===== src/rtl/minv_pkg.sv =====
package minv_pkg;

    typedef enum logic [1:0] {
        ST_IDLE = 2'd0,
        ST_MUL1 = 2'd1,
        ST_MUL2 = 2'd2,
        ST_DONE = 2'd3
    } minv_state_e;

endpackage


===== src/rtl/minv_pow2_gen.sv =====
module minv_pow2_gen #(
    parameter int unsigned K  = 8,
    parameter int unsigned ZW = 5
) (
    input  logic [ZW-1:0] z_i,
    output logic [K-1:0]  pow2_o
);
    localparam int unsigned IW = ZW + 1;

    logic [IW-1:0] idx;

    always_comb begin
        idx = IW'(2 * K) - IW'(z_i);
    end

    for (genvar gi = 0; gi < K; gi++) begin : g_bit
        assign pow2_o[gi] = (idx == IW'(gi));
    end

endmodule


===== src/rtl/minv_mont_mul.sv =====
module minv_mont_mul #(
    parameter int unsigned K = 8
) (
    input  logic         clk_i,
    input  logic         rst_ni,
    input  logic         start_i,
    input  logic [K-1:0] a_i,
    input  logic [K-1:0] b_i,
    input  logic [K-1:0] p_i,
    output logic [K-1:0] prod_o,
    output logic         done_o
);
    localparam int unsigned AW = K + 2;
    localparam int unsigned CW = $clog2(K + 1);

    typedef struct packed {
        logic          run;
        logic          fix;
        logic [AW-1:0] acc;
        logic [K-1:0]  a_sh;
        logic [K-1:0]  b;
        logic [K-1:0]  p;
        logic [CW-1:0] cnt;
        logic [K-1:0]  prod;
        logic          done;
    } mul_regs_t;

    mul_regs_t q, d;
    logic [AW-1:0] sum;
    logic [AW-1:0] p_ext;

    always_comb begin
        d     = q;
        d.done = 1'b0;
        p_ext = {2'b00, q.p};
        sum   = '0;
        if (q.fix) begin
            if (q.acc >= p_ext) begin
                d.prod = K'(q.acc - p_ext);
            end else begin
                d.prod = K'(q.acc);
            end
            d.done = 1'b1;
            d.fix  = 1'b0;
        end else if (q.run) begin
            sum = q.acc + (q.a_sh[0] ? {2'b00, q.b} : '0);
            if (sum[0]) begin
                sum = sum + p_ext;
            end
            d.acc  = sum >> 1;
            d.a_sh = q.a_sh >> 1;
            d.cnt  = q.cnt + 1'b1;
            if (q.cnt == CW'(K - 1)) begin
                d.run = 1'b0;
                d.fix = 1'b1;
            end
        end else if (start_i) begin
            d.run  = 1'b1;
            d.acc  = '0;
            d.a_sh = a_i;
            d.b    = b_i;
            d.p    = p_i;
            d.cnt  = '0;
        end
    end

    always_ff @(posedge clk_i or negedge rst_ni) begin
        if (!rst_ni) begin
            q <= '0;
        end else begin
            q <= d;
        end
    end

    assign prod_o = q.prod;
    assign done_o = q.done;

    // the partial sum never reaches twice the modulus
    a_r5_acc_below_2p: assert property (@(posedge clk_i) disable iff (!rst_ni)
        (q.run || q.fix) |-> (q.acc < (p_ext << 1)));

    // every product leaves the multiplier reduced
    a_r5_prod_reduced: assert property (@(posedge clk_i) disable iff (!rst_ni)
        q.done |-> ({2'b00, q.prod} < p_ext));

    // completion of a product is a single-cycle event
    a_r6_mul_done_pulse: assert property (@(posedge clk_i) disable iff (!rst_ni)
        q.done |=> !q.done);

endmodule


===== src/rtl/minv_finisher.sv =====
module minv_finisher
    import minv_pkg::*;
#(
    parameter int unsigned K = 8,
    localparam int unsigned ZW = $clog2(2 * K + 1)
) (
    input  logic          clk_i,
    input  logic          rst_ni,
    input  logic          start_i,
    input  logic [K-1:0]  r_i,
    input  logic [ZW-1:0] z_i,
    input  logic [K-1:0]  x_i,
    input  logic [K-1:0]  p_i,
    output logic [K-1:0]  result_o,
    output logic          done_o
);
    typedef struct packed {
        minv_state_e   state;
        logic [K-1:0]  r;
        logic [ZW-1:0] z;
        logic [K-1:0]  x;
        logic [K-1:0]  p;
        logic          go;
        logic [K-1:0]  res;
        logic          done;
    } fin_regs_t;

    fin_regs_t q, d;

    logic [K-1:0] pow2;
    logic [K-1:0] mul_b;
    logic [K-1:0] mul_prod;
    logic         mul_done;

    minv_pow2_gen #(.K(K), .ZW(ZW)) pow2_i (
        .z_i    (q.z),
        .pow2_o (pow2)
    );

    always_comb begin
        mul_b = (q.state == ST_MUL1) ? pow2 : q.x;
    end

    minv_mont_mul #(.K(K)) mul_i (
        .clk_i   (clk_i),
        .rst_ni  (rst_ni),
        .start_i (q.go),
        .a_i     (q.r),
        .b_i     (mul_b),
        .p_i     (q.p),
        .prod_o  (mul_prod),
        .done_o  (mul_done)
    );

    always_comb begin
        d      = q;
        d.go   = 1'b0;
        d.done = 1'b0;
        unique case (q.state)
            ST_IDLE: begin
                if (start_i) begin
                    d.r  = r_i;
                    d.z  = z_i;
                    d.x  = x_i;
                    d.p  = p_i;
                    d.go = 1'b1;
                    d.state = (z_i == ZW'(K)) ? ST_MUL2 : ST_MUL1;
                end
            end
            ST_MUL1: begin
                if (mul_done) begin
                    d.r     = mul_prod;
                    d.go    = 1'b1;
                    d.state = ST_MUL2;
                end
            end
            ST_MUL2: begin
                if (mul_done) begin
                    d.res   = mul_prod;
                    d.done  = 1'b1;
                    d.state = ST_DONE;
                end
            end
            ST_DONE: begin
                d.state = ST_IDLE;
            end
            default: d.state = ST_IDLE;
        endcase
    end

    always_ff @(posedge clk_i or negedge rst_ni) begin
        if (!rst_ni) begin
            q <= '0;
        end else begin
            q <= d;
        end
    end

    assign result_o = q.res;
    assign done_o   = q.done;

    // exponent equal to K skips the correction product
    a_r2_skip_first: assert property (@(posedge clk_i) disable iff (!rst_ni)
        (q.state == ST_IDLE && start_i && z_i == ZW'(K)) |=> (q.state == ST_MUL2));

    // the correction constant is a single set bit below K
    a_r3_onehot_const: assert property (@(posedge clk_i) disable iff (!rst_ni)
        (q.state == ST_MUL1) |-> ($countones(pow2) == 1));

    // final result is reduced
    a_r5_result_below_p: assert property (@(posedge clk_i) disable iff (!rst_ni)
        done_o |-> (result_o < q.p));

    // single-cycle completion pulse, result held afterwards
    a_r6_done_pulse: assert property (@(posedge clk_i) disable iff (!rst_ni)
        done_o |=> (!done_o && $stable(result_o)));

    // captured operands do not move while busy
    a_r7_busy_hold: assert property (@(posedge clk_i) disable iff (!rst_ni)
        (q.state != ST_IDLE && start_i) |=> ($stable(q.x) && $stable(q.p) && $stable(q.z)));

endmodule


===== config.mk =====
export PLATFORM = sky130hd
export DESIGN_NAME = minv_finisher
export DESIGN_NICKNAME = d
export VERILOG_FILES = /design/src/rtl/minv_pkg.sv /design/src/rtl/minv_pow2_gen.sv /design/src/rtl/minv_mont_mul.sv /design/src/rtl/minv_finisher.sv
export SDC_FILE = /design/constraint.sdc
export NUM_CORES = 1
export LEC_CHECK = 0
export CAP_MARGIN = 20
export CORE_MARGIN = 3
export CORE_UTILIZATION = 60
export DETAILED_ROUTE_END_ITERATION = 16
export DONT_BUFFER_PORTS = 1
export PLACE_DENSITY = 0.82
export SYNTH_ARGS = -nofsm -noshare
export SYNTH_HDL_FRONTEND = slang
export SYNTH_HIERARCHICAL = 1
export SYNTH_SLANG_ARGS = --single-unit

===== constraint.sdc =====
create_clock -name clk_i -period 4.75 [get_ports clk_i]
set_clock_uncertainty 0.05 [all_clocks]
set_input_delay 0 -clock clk_i [delete_from_list [all_inputs] [get_ports clk_i]]
set_output_delay 0 -clock clk_i [all_outputs]
set_load 0.005 [all_outputs]

==> results.sh <==
export IMPL_status="completed"
export IMPL_io_pins=41
export IMPL_hold_viol_final=0
export IMPL_seqCellArea_um2=2227
export IMPL_post_route_period_util_pct=71.73
export IMPL_reg2reg_slack_ps=1340
export IMPL_worstPathRequired_ps=4940
export IMPL_ys_warn_count=6
export IMPL_layout_nets=575
export IMPL_clk_pin_slew_ps=90
export IMPL_drt_iter0_drc=208
export IMPL_via_count=3917
export IMPL_timing_setup_tns_ps=0
export IMPL_syn_nets=562
export IMPL_crit_arrival_ps=3600
export IMPL_syn_to_final_growth_pct=9.707
export IMPL_clock_sinks=89
export IMPL_hold_ws_ps=59.32
export IMPL_n_fill_cell=595
export IMPL_yosysTopAreaCell="dfrtp_1"
export IMPL_start_util_pct=62.44
export IMPL_clockBufferDepth=2
export IMPL_syn_area_um2=5207
export IMPL_hold_class="in -> reg"
export IMPL_cts_tree="done"
export IMPL_crit_path_end_kind="flip-flop"
export IMPL_grt_first_pass_wirelength_mm=20.60
export IMPL_worst_pin_slew_ps=956.2
export IMPL_rsz0062_at_grt="false"
export IMPL_drtAntennaViolNets=0
export IMPL_yosysTopAreaCellShare_pct=42.77
export IMPL_synth_area_leaders="dfrtp_1 (43%), mux2_2 (9.3%), ha_1 (6.5%), o21ai_0 (3.6%), mux2_1 (2.6%)"
export IMPL_die_area_um2=9833
export IMPL_ir_drop_mv=0.3779
export IMPL_antenna_found_initial=0
export IMPL_maxSlewViolCount=0
export IMPL_yosys_cell_types_count=62
export IMPL_max_freq_mhz=293.5
export IMPL_drt_first_pass_iters=6
export IMPL_insertion_delay_ps=370
export IMPL_viasPerCell=6.287
export IMPL_core_area_um2=8341
export IMPL_syn_inst=500
export IMPL_seq_area_frac_synth_pct=42.77
export IMPL_final_util_pct=68.50
export IMPL_root_buffer="clkbuf_8"
export IMPL_rows=33
export IMPL_die_x_um=99.16
export IMPL_crit_fanout=9
export IMPL_fin_crit_ps=3407
export IMPL_dieHeight_um=99.16
export IMPL_hpwl_mm=8.161
export IMPL_grt_overflow=0
export IMPL_cts_buffers=9
export IMPL_grt_start_max_net_pins=90
export IMPL_grtUsageTotal_pct=26.49
export IMPL_cts_htree_levels=3
export IMPL_p_leak_nw=2.621
export IMPL_setup_viol=0
export IMPL_synth_edf_count=0
export IMPL_async_flop_share_pct=100.0
export IMPL_diodes=0
export IMPL_max_cap_violations=0
export IMPL_wl_mm=12.20
export IMPL_io_buffers=0
export IMPL_avgSynthCellArea_um2=10.41
export IMPL_routedWlPerCell_um=19.58
export IMPL_total_power_mw=3.668
export IMPL_grt_pass1_vias=4095
export IMPL_worstSetupStartpointType="flip-flop"
export IMPL_drive_gt1_share_pct=14.29
export IMPL_p_per_area_nw_per_um2=642.1
export IMPL_ys_flop_type="dfrtp_1"
export IMPL_maxSlewHeadroom_pct=35.87
export IMPL_post_place_ws_ps=1404
export IMPL_gp_congestion=0.9206
export IMPL_critPathKind="reg -> reg"
export IMPL_fin_ws_ps=1343
export IMPL_post_route_drc_count=0
export IMPL_multi_input_area_um2=2698
export IMPL_synth_seq_cells=89
-- path summary, 6_finish.rpt --
check,cells after the start,from,to
setup / recovery,15,mul_i/q[29],mul_i/q[45]
hold / removal,2,start_i,q[9]
setup reg to reg,15,mul_i/q[29],mul_i/q[45]
hold reg to reg,1,mul_i/q[12],mul_i/q[47]
max in group asynchronous,2,rst_ni,mul_i/p_ext[0]
min in group asynchronous,2,rst_ni,result_o[3]
-- worst max-delay path: stages, from the launching register on --
cell	delay, ps
dfrtp_1	480
and2_1	170
ha_1	190
inv_1	70
fa_1	400
nor2b_1	180
o2111a_1	250
nor3_1	70
xnor2_1	220
ha_1	340
nand4_1	110
a21oi_1	40
nand3b_1	190
a21o_1	230
a41oi_1	200
nand3_1	90
-- power by group --
part	internal (mW)	switching, mW
Combinational	0.784	0.939
Sequential	1.07	0.285
Clock	0.315	0.277
-- metal layers --
| layer | global-route usage [%] | wire (um) | vias to the layer above |
|---|---|---|---|
| met4 | 8.929 | 250 | 0 |
| met1 | 32.53 | 5018 | 1966 |
| li1 | - | - | 1818 |
| met2 | 46.95 | 6438 | 106 |
| met5 | 0 | 0 | - |
| met3 | 4.909 | 493 | 27 |
-- sequential cells by signal, summed over array words and instances (netlist names) --
register	count
done_o	1
q	32
mul_i/prod_o	8
result_o	8
mul_i/done_o	1
mul_i/q	31
mul_i/p_ext	8
-- cells in the final DEF, fill, tap and decap left out, drive strengths merged, types with 6 or more instances in the layout --
cell type    netlist  final
and3               7      7
dfrtp             89     89
dlygate4sd3        0     31
and2               9      9
mux2              55     55
ha                27     27
o21ai             41     41
nand4              8      8
a21oi             25     25
a31oi              6      6
xnor2              8      8
inv               19     20
nand2             33     33
a22o              10     10
clkbuf             6     11
nand2b            11     11
a21o               6      6
nor2              28     28
a22oi              7      7
nor2b              6      6
nand3              7      7
nor3               6      6
-- cells in the mapped netlist (3+ instances only) --
master and number:
dfrtp_1 89, mux2_2 43, o21ai_0 37, nand2_1 32
nor2_1 28, ha_1 27, a21oi_1 24, inv_1 19
buf_4 16, mux2_1 12, a22o_1 10, nand2b_1 10
and2_1 9, nand4_1 8, xnor2_1 8, a22oi_1 7
nand3_1 7, a21o_1 6, a31oi_1 6, and3_1 6
buf_2 6, clkbuf_1 6, nor2b_1 6, mux2i_1 5
nor3_1 5, xor2_1 5, a211oi_1 4, nand3b_1 4
o211ai_1 4, o21a_1 4, fa_1 3, nor4_1 3
o21ai_1 3, o21bai_1 3, or3_1 3
-- per-stage QoR --
step	std cells	area [um2]
final	623	5713
after global routing	623	5713
after CTS	623	5713
after detailed placement	575	5146
after global placement	575	5146
after floorplan	500	5207
-- final cells by class --
class	instances	area share [%]
Multi-Input combinational cell	359	47.22
Inverter	20	1.314
Timing Repair Buffer	34	6.176
Sequential cell	89	38.98
Tap cell	105	2.300
Clock inverter	5	1.533
Clock buffer	11	2.475
-- cell families (layout without fill, tap and decap cells) --
group,Yosys count,in the layout,synth area share (%)
and+or+nand+nor,132,132,13.38
AOI/OAI and AO/OA,124,124,15.74
DFF,89,89,42.77
muxes,60,60,12.85
buffers and inverters,52,70,5.430
adders and majority gates,30,30,7.641
xor gates and xnor gates,13,13,2.186
-- what timing repair did --
| item | CTS | global route |
|---|---|---|
| hold buffers | 32 | 0 |
| endpoints found under the hold margin | 120 | 0 |
| resized for setup | 0 | 0 |
| setup buffers | 0 | 0 |
Power figures use the tool's default switching activity.
